==> src/rtl/dc_block_power_pkg.sv <==
package dc_block_power_pkg;

  // Strobes from control to datapath
  typedef struct packed {
    logic filtLoad;  // advance both filter channels
    logic prodLoad;  // register the product
    logic rawSel;    // multiplier takes raw samples
  } ctrl_strobes_t;

endpackage

==> src/rtl/hpf_channel.sv <==
module hpf_channel #(
  parameter int IN_W = 16,
  parameter int ST_W = 24,
  parameter int FRAC = 15,
  parameter int COEF = 32540
) (
  input  logic                   clk,
  input  logic                   rst,
  input  logic                   load,
  input  logic signed [IN_W-1:0] xIn,
  output logic signed [IN_W-1:0] yOut,
  output logic signed [IN_W-1:0] xLast
);
  localparam int GUARD  = ST_W - IN_W;
  localparam int SUM_W  = ST_W + 2;
  localparam int PROD_W = SUM_W + FRAC + 1;
  localparam logic signed [FRAC:0]     COEF_S = (FRAC+1)'(COEF);
  localparam logic signed [PROD_W-1:0] MAXV = PROD_W'((longint'(1) <<< (ST_W-1)) - 1);
  localparam logic signed [PROD_W-1:0] MINV = -MAXV - PROD_W'(1);

  logic signed [ST_W-1:0]   state, stateNext;
  logic signed [IN_W-1:0]   xPrev;
  logic signed [IN_W:0]     delta;
  logic signed [SUM_W-1:0]  sum;
  logic signed [PROD_W-1:0] scaled;

  always_comb begin
    delta  = (IN_W+1)'(xIn) - (IN_W+1)'(xPrev);
    sum    = SUM_W'(state) + (SUM_W'(delta) <<< GUARD);
    scaled = (PROD_W'(sum) * PROD_W'(COEF_S)) >>> FRAC;
    if (scaled > MAXV)      stateNext = MAXV[ST_W-1:0];
    else if (scaled < MINV) stateNext = MINV[ST_W-1:0];
    else                    stateNext = scaled[ST_W-1:0];
  end

  always_ff @(posedge clk) begin
    if (rst) begin
      state <= '0;
      xPrev <= '0;
    end else if (load) begin
      state <= stateNext;
      xPrev <= xIn;
    end
  end

  assign yOut  = state[ST_W-1 -: IN_W];
  assign xLast = xPrev;
endmodule

==> src/rtl/dc_block_power_ctrl.sv <==
module dc_block_power_ctrl
  import dc_block_power_pkg::*;
(
  input  logic          clk,
  input  logic          rst,
  input  logic          sampleValid,
  input  logic          hpfEn,
  output ctrl_strobes_t strb,
  output logic          powValid
);
  logic s1Valid, rawSelR, outValid;

  always_ff @(posedge clk) begin
    if (rst) begin
      s1Valid  <= 1'b0;
      rawSelR  <= 1'b0;
      outValid <= 1'b0;
    end else begin
      s1Valid  <= sampleValid;
      outValid <= s1Valid;
      if (sampleValid) rawSelR <= !hpfEn;
    end
  end

  always_comb begin
    strb.filtLoad = sampleValid;
    strb.prodLoad = s1Valid;
    strb.rawSel   = rawSelR;
  end

  assign powValid = outValid;
endmodule

==> src/rtl/dc_block_power_dp.sv <==
module dc_block_power_dp
  import dc_block_power_pkg::*;
#(
  parameter int IN_W = 16,
  parameter int ST_W = 24,
  parameter int FRAC = 15,
  parameter int COEF = 32540
) (
  input  logic                     clk,
  input  logic                     rst,
  input  ctrl_strobes_t            strb,
  input  logic signed [IN_W-1:0]   curIn,
  input  logic signed [IN_W-1:0]   voltIn,
  output logic signed [2*IN_W-1:0] powOut
);
  localparam int NCH = 2;

  logic signed [IN_W-1:0] chIn   [NCH];
  logic signed [IN_W-1:0] chFilt [NCH];
  logic signed [IN_W-1:0] chRaw  [NCH];
  logic signed [IN_W-1:0] selCur, selVolt;

  assign chIn[0] = curIn;
  assign chIn[1] = voltIn;

  for (genvar ch = 0; ch < NCH; ch++) begin : g_chan
    hpf_channel #(.IN_W(IN_W), .ST_W(ST_W), .FRAC(FRAC), .COEF(COEF)) u_hpf (
      .clk  (clk),
      .rst  (rst),
      .load (strb.filtLoad),
      .xIn  (chIn[ch]),
      .yOut (chFilt[ch]),
      .xLast(chRaw[ch])
    );
  end

  assign selCur  = strb.rawSel ? chRaw[0] : chFilt[0];
  assign selVolt = strb.rawSel ? chRaw[1] : chFilt[1];

  always_ff @(posedge clk) begin
    if (rst)                powOut <= '0;
    else if (strb.prodLoad) powOut <= (2*IN_W)'(selCur) * (2*IN_W)'(selVolt);
  end
endmodule

==> src/rtl/dc_block_power.sv <==
module dc_block_power
  import dc_block_power_pkg::*;
#(
  parameter int IN_W = 16,
  parameter int ST_W = 24,
  parameter int FRAC = 15,
  parameter int COEF = 32540
) (
  input  logic                     clk,
  input  logic                     rst,
  input  logic                     sampleValid,
  input  logic signed [IN_W-1:0]   curIn,
  input  logic signed [IN_W-1:0]   voltIn,
  input  logic                     hpfEn,
  output logic                     powValid,
  output logic signed [2*IN_W-1:0] powOut
);
  ctrl_strobes_t strb;

  dc_block_power_ctrl u_ctrl (
    .clk        (clk),
    .rst        (rst),
    .sampleValid(sampleValid),
    .hpfEn      (hpfEn),
    .strb       (strb),
    .powValid   (powValid)
  );

  dc_block_power_dp #(.IN_W(IN_W), .ST_W(ST_W), .FRAC(FRAC), .COEF(COEF)) u_dp (
    .clk   (clk),
    .rst   (rst),
    .strb  (strb),
    .curIn (curIn),
    .voltIn(voltIn),
    .powOut(powOut)
  );
endmodule

==> config.mk <==
export PLATFORM = sky130hd
export DESIGN_NAME = dc_block_power
export DESIGN_NICKNAME = d
export VERILOG_FILES = /design/src/rtl/dc_block_power_pkg.sv /design/src/rtl/hpf_channel.sv /design/src/rtl/dc_block_power_ctrl.sv /design/src/rtl/dc_block_power_dp.sv /design/src/rtl/dc_block_power.sv
export SDC_FILE = /design/constraint.sdc
export NUM_CORES = 2
export LEC_CHECK = 0
export BUFFER_PORTS_ARGS = -buffer_cell sky130_fd_sc_hd__buf_2
export CORE_ASPECT_RATIO = 1.4
export CORE_MARGIN = 2
export CORE_UTILIZATION = 52
export DETAILED_ROUTE_END_ITERATION = 10
export GPL_ROUTABILITY_DRIVEN = 1
export PLACE_DENSITY = 0.75
export SYNTH_ARGS = -nofsm -noshare
export SYNTH_HDL_FRONTEND = slang
export SYNTH_SLANG_ARGS = --single-unit
==> constraint.sdc <==
create_clock -name clk -period 11.79 [get_ports clk]
set_input_delay 2.358 -clock clk [delete_from_list [all_inputs] [get_ports clk]]
set_output_delay 2.358 -clock clk [all_outputs]
set_load 0.005 [all_outputs]
Yosys cells after proc, flatten, opt, wreduce, memory -nomap -nowiden
Cells that the tools add are included.

operators by class
  add/subtract/negate cells = 4
  $mul = 3
  div/mod/pow operators = 0
  magnitude comparators = 4
  equality and inequality tests = 0
  shift-type cells = 0
  muxes and demuxes = 6
  bitwise logic cells = 0
  reductions and logical operators = 1

operator list
  operator                count
  $mux 24                 4
  $mul 26x14->40 const B  2
  $gt 27x24->1 const B    2
  $lt 27x24->1 const B    2
  $add 24x25->26          2
  $sub 16x16->17          2
  $mul 16x16->32          1
  $mux 16                 2
  $logic_not 1->1         1

storage, ports and cells
  flip-flop bits (word level) = 115
  latch bits = 0
  memory bits (writable) = 0
  memory bits (read-only) = 0
  bits of input ports = 36
  output and inout port bits = 33
  logic and storage cells = 26
  memories = 0

Depth between registers and ports, before layout
  depth in word-level cells = 6
  mapped depth = 43
  gate-level depth less buffers = 42

By module
A second synthesis with hierarchy kept.

second synthesis, totals
  cell total of the unflattened synthesis = 3624
  area total of the unflattened synthesis = 33025.4 µm²

modules (own cells, without submodules)
  module                               instances  cells an instance  area an instance (µm²)  sequential area each (µm²)
  dc_block_power_dp                    1          1286               11365.9                 640.6
  hpf_channel at u_dp.g_chan[1].u_hpf  1          1178               10816.6                 800.8
  hpf_channel at u_dp.g_chan[0].u_hpf  1          1150               10736.5                 800.8
  dc_block_power_ctrl                  1          10                 106.4                   60.1

Worst setup path after synthesis
OpenSTA, ideal clock, no wires.

  kind = in2reg
  start = input port voltIn[0]
  end = register u_dp.g_chan[1].u_hpf.state[20]
  arrival = 12.485 ns
  data required time = 11.656 ns
  path slack = -0.829 ns
  stages on the path = 38
  cells stage by stage = inv_1 > ha_1 > fa_1 > nor2b_1 > o21ai_0 > a21boi_0 > o21ai_0 > a21boi_0 > o21ai_0 > a21oi_1 > o41ai_1 > xnor2_1 > ha_1 > or3_1 > nor3_1 > a211oi_1 > a221oi_1 > inv_1 > [2 not listed] > ha_1 > fa_1 > fa_1 > fa_1 > inv_1 > fa_1 > inv_1 > ha_1 > a21oi_1 > o21ai_0 > nand2b_1 > nor4_2 > o21bai_1 > xor2_1 > a311o_2 > buf_4 > o31ai_1 > a211oi_1

on the way
  word-level cells in the longest chain between the ends = 6
  elaborated cells on any way between the ends = 7

ends and longest elaborated chain
  element               RTL line              RTL
  start, declared       dc_block_power.sv:13  input logic signed [IN_W-1:0] voltIn,
  $sub 16x16->17 *      hpf_channel.sv:28     delta = (IN_W+1)'(xIn) - (IN_W+1)'(xPrev);
  $add 24x25->26 *      hpf_channel.sv:29     sum = SUM_W'(state) + (SUM_W'(delta) <<< GUARD);
  $mul 26x14->40 *      hpf_channel.sv:30     scaled = (PROD_W'(sum) * PROD_W'(COEF_S)) >>> FRAC;
  $lt 27x24->1          hpf_channel.sv:32     else if (scaled < MINV) stateNext = MINV[ST_W-1:0];
  $mux 24               hpf_channel.sv:32
  $mux 24 *             hpf_channel.sv:31     if (scaled > MAXV) stateNext = MAXV[ST_W-1:0];
  end signal, assigned  hpf_channel.sv:41     state <= stateNext;
  end, declared         hpf_channel.sv:21     logic signed [ST_W-1:0] state, stateNext;

Mark *: on every way between the ends. The rest lies on a longest branch, timed or not.
A chain may end at the register's enable or synchronous reset.

Worst setup path after layout
  start = input port curIn[0]
  end = register u_dp.g_chan[0].u_hpf.state[9]

on the way
  word-level cells in the longest chain between the ends = 6
  elaborated cells on any way between the ends = 7

ends and longest elaborated chain
  element               RTL line              RTL
  start, declared       dc_block_power.sv:12  input logic signed [IN_W-1:0] curIn,
  $sub 16x16->17 *      hpf_channel.sv:28
  $add 24x25->26 *      hpf_channel.sv:29
  $mul 26x14->40 *      hpf_channel.sv:30
  $lt 27x24->1          hpf_channel.sv:32
  $mux 24               hpf_channel.sv:32
  $mux 24 *             hpf_channel.sv:31
  end signal, assigned  hpf_channel.sv:41
  end, declared         hpf_channel.sv:21

Marked as above.

==> results.md <==
* DR iter-0 viols at 1,366
* Clock Path Buffers at 2
* Most frequent cells after synthesis: inv_1, fa_1, ha_1
* Synth warn at 0
* Post-route ant nets at 0
* TritonCTS clock tree: yes
* Crit path kind: in2reg
* Final worst slack at 0.477 ns
* H-Tree Depth at 4
* Layout Cells excl Fill at 4,447
* Status: finished clean
* Share of layout cells above drive strength 1 at 8.26%
* Crit path time final at 11.31 ns
* Fmax at 0.0884 GHz
* Max Slew Vio Count at 0
* Post-Syn Area at 32,300 sq um
* Period utilization at 96.0%
* Total track usage at 26.1%
* Max capacitance violation total at 0
* Cells after DPL at 4,407
* Async S/R FF share, synth at 0%
* Synth area leaders: fa_1, ha_1, inv_1
* Clk Latency, worst-skew pair at 0.45 ns
* Worst-path fanout max at 23
* Die H at 299 microns
* Worst Setup End Kind: flip-flop
* Sequential area share after synthesis at 7.14%
* First-pass GRT wire length at 133,000 microns
* Yosys reg bits at 115
* Antenna violations before repair at 4
* Post-synth top area share at 39.1%
* RePlAce Congestion at 0.965
* Final hold violations at 0
* Most frequent cell after synthesis: inv_1
* Dpl ws at -0.147 ns
* Top-Level Pins at 69
* Synth area leader: fa_1
* WL/cell at 17.9 microns
* CP Data Required Time at 12.08 ns
* Post-synth EDFFs at 0
* Slew HR at 20.2%
* CP most frequent cell: fa_1
* Hold Path Class: reg2reg
* Nets at 4,646
* Final Util at 56.4%
* Global route overflow at 0
* Via density at 5.45
* Max stage delay cell, worst path: fa_1
* Chip Width at 214 microns
* Arrival time worst endpoint at 11.60 ns
* Total number of vias at 24.3k
* Worst slew pin tran at 1.16 ns
* Core ar. at 61,600 sq um
* TritonCTS Buffers at 17
* Rows at 108
* Slowest stage delay, CP at 0.56 ns
* Clock sinks at 115
* DRC viols at 0
* Top_reg_cell synth: dfxtp_1
* Die area at 64,100 sq um
* Synth Instances at 3,495
* Final setup fails at 0
* Root buf cell: clkbuf_16
* Syn avg cell area at 9.23 sq um
* Total Neg Setup Slack at 0 ns
* Reg clk slew, reported paths at 0.06 ns
* P&R area growth vs syn at 7.73%
* # port buffers at 68
* Routed wire length at 79,500 microns
* Hpwl dp at 68,400 microns
* Starting Density at 52.3%
* Largest net degree at the start of global routing at 79
* Clock skew at 0.0177 ns
* Synth cell types at 87
* Pre-antenna DRT Iters at 8
* CP startpoint kind: primary input
* Vias in the first global route at 26.5k
sequential cells by signal (all words and copies together) (netlist names):
name,cells
u_ctrl.powValid,1
u_dp.g_chan.u_hpf.state,48
u_ctrl.rawSelR,1
u_dp.g_chan.u_hpf.xLast,32
u_dp.powOut,32
u_ctrl.s1Valid,1
timing repair:
action / in CTS / in global routing
setup endpoints to repair: 0 / 46
hold buffers: 0 / 0
resized for setup: 0 / 22
buffers inserted: 0 / 4
area by class of cell:
cell class	instances	area, sq um
multi-input combinational	2489	26700
tap	825	1030
inverter	832	3120
fill	5457	26900
sequential	115	2300
clock buffer	18	429
clock inverter	14	119
timing repair buffer	151	1020
antenna	3	7.51
cells by family after synthesis:
family	after synthesis	synth area share, %
other	1	0.0116
XOR/XNOR	189	5.25
AND/OR/NAND/NOR	737	10.1
AO/OA/AOI/OAI	450	10.0
flip-flops	115	7.14
buffers and inverters	893	10.5
multiplexers	106	3.39
adder cells (fa/ha/maj)	1004	53.6
through the flow:
step / hold slack [ns] / instance area [sq um]
floorplan: 0.448 / 32300
global placement: 0.443 / 34000
detailed placement: 0.445 / 34000
CTS: 0.455 / 34600
global route: 0.491 / 34700
finish: 0.450 / 34800
worst max-delay path, delay by kind of cell:
family,cells,cell delay (ns)
and+or+nand+nor,5,0.74
buffers and inverters,7,0.63
xor gates and xnor gates,3,0.57
adders and majority gates,10,4.06
AOI/OAI and AO/OA,17,3.20
cell usage in the layout (no fill, tap or decap), types with 10 or more instances in the layout:
cell type / count
inv_1: 830
fa_1: 630
ha_1: 374
nor2_1: 301
nand2_1: 240
a21oi_1: 120
dfxtp_1: 114
xnor2_1: 111
buf_4: 81
mux2i_1: 77
xor2_1: 67
buf_2: 66
o21ai_0: 62
a21o_1: 60
or3_1: 31
nor3_1: 31
a211oi_1: 29
mux2_2: 27
nand3_1: 22
nor2b_1: 20
o32ai_2: 20
nand2b_1: 19
a31oi_1: 19
o21bai_1: 18
clkbuf_16: 17
and3_1: 14
or2_2: 13
and2_1: 10
o21a_1: 10
a221oi_1: 10
metal layers:
metal | GRT usage (%) | share of wire, % | up-vias
li1 | - | - | 11200
met1 | 29.9 | 37 | 12100
met2 | 47.8 | 52 | 696
met3 | 2.86 | 4.7 | 258
met4 | 13.8 | 6.0 | 4
met5 | 0 | 0.044 | -
worst paths after layout:
check,start,to,slack [ns],cells after the start
max,curIn[0],u_dp.g_chan[0].u_hpf.state[9],0.48,42
min,u_dp.powOut[31],u_dp.powOut[31],0.45,2
max reg2reg,u_dp.g_chan[1].u_hpf.xLast[1],u_dp.g_chan[1].u_hpf.state[20],2.15,41
min reg2reg,u_dp.powOut[31],u_dp.powOut[31],0.45,2
Power is left out: the tool's default activity adds up to more than one toggle a clock period on the data nets, which glitch-free logic cannot reach.
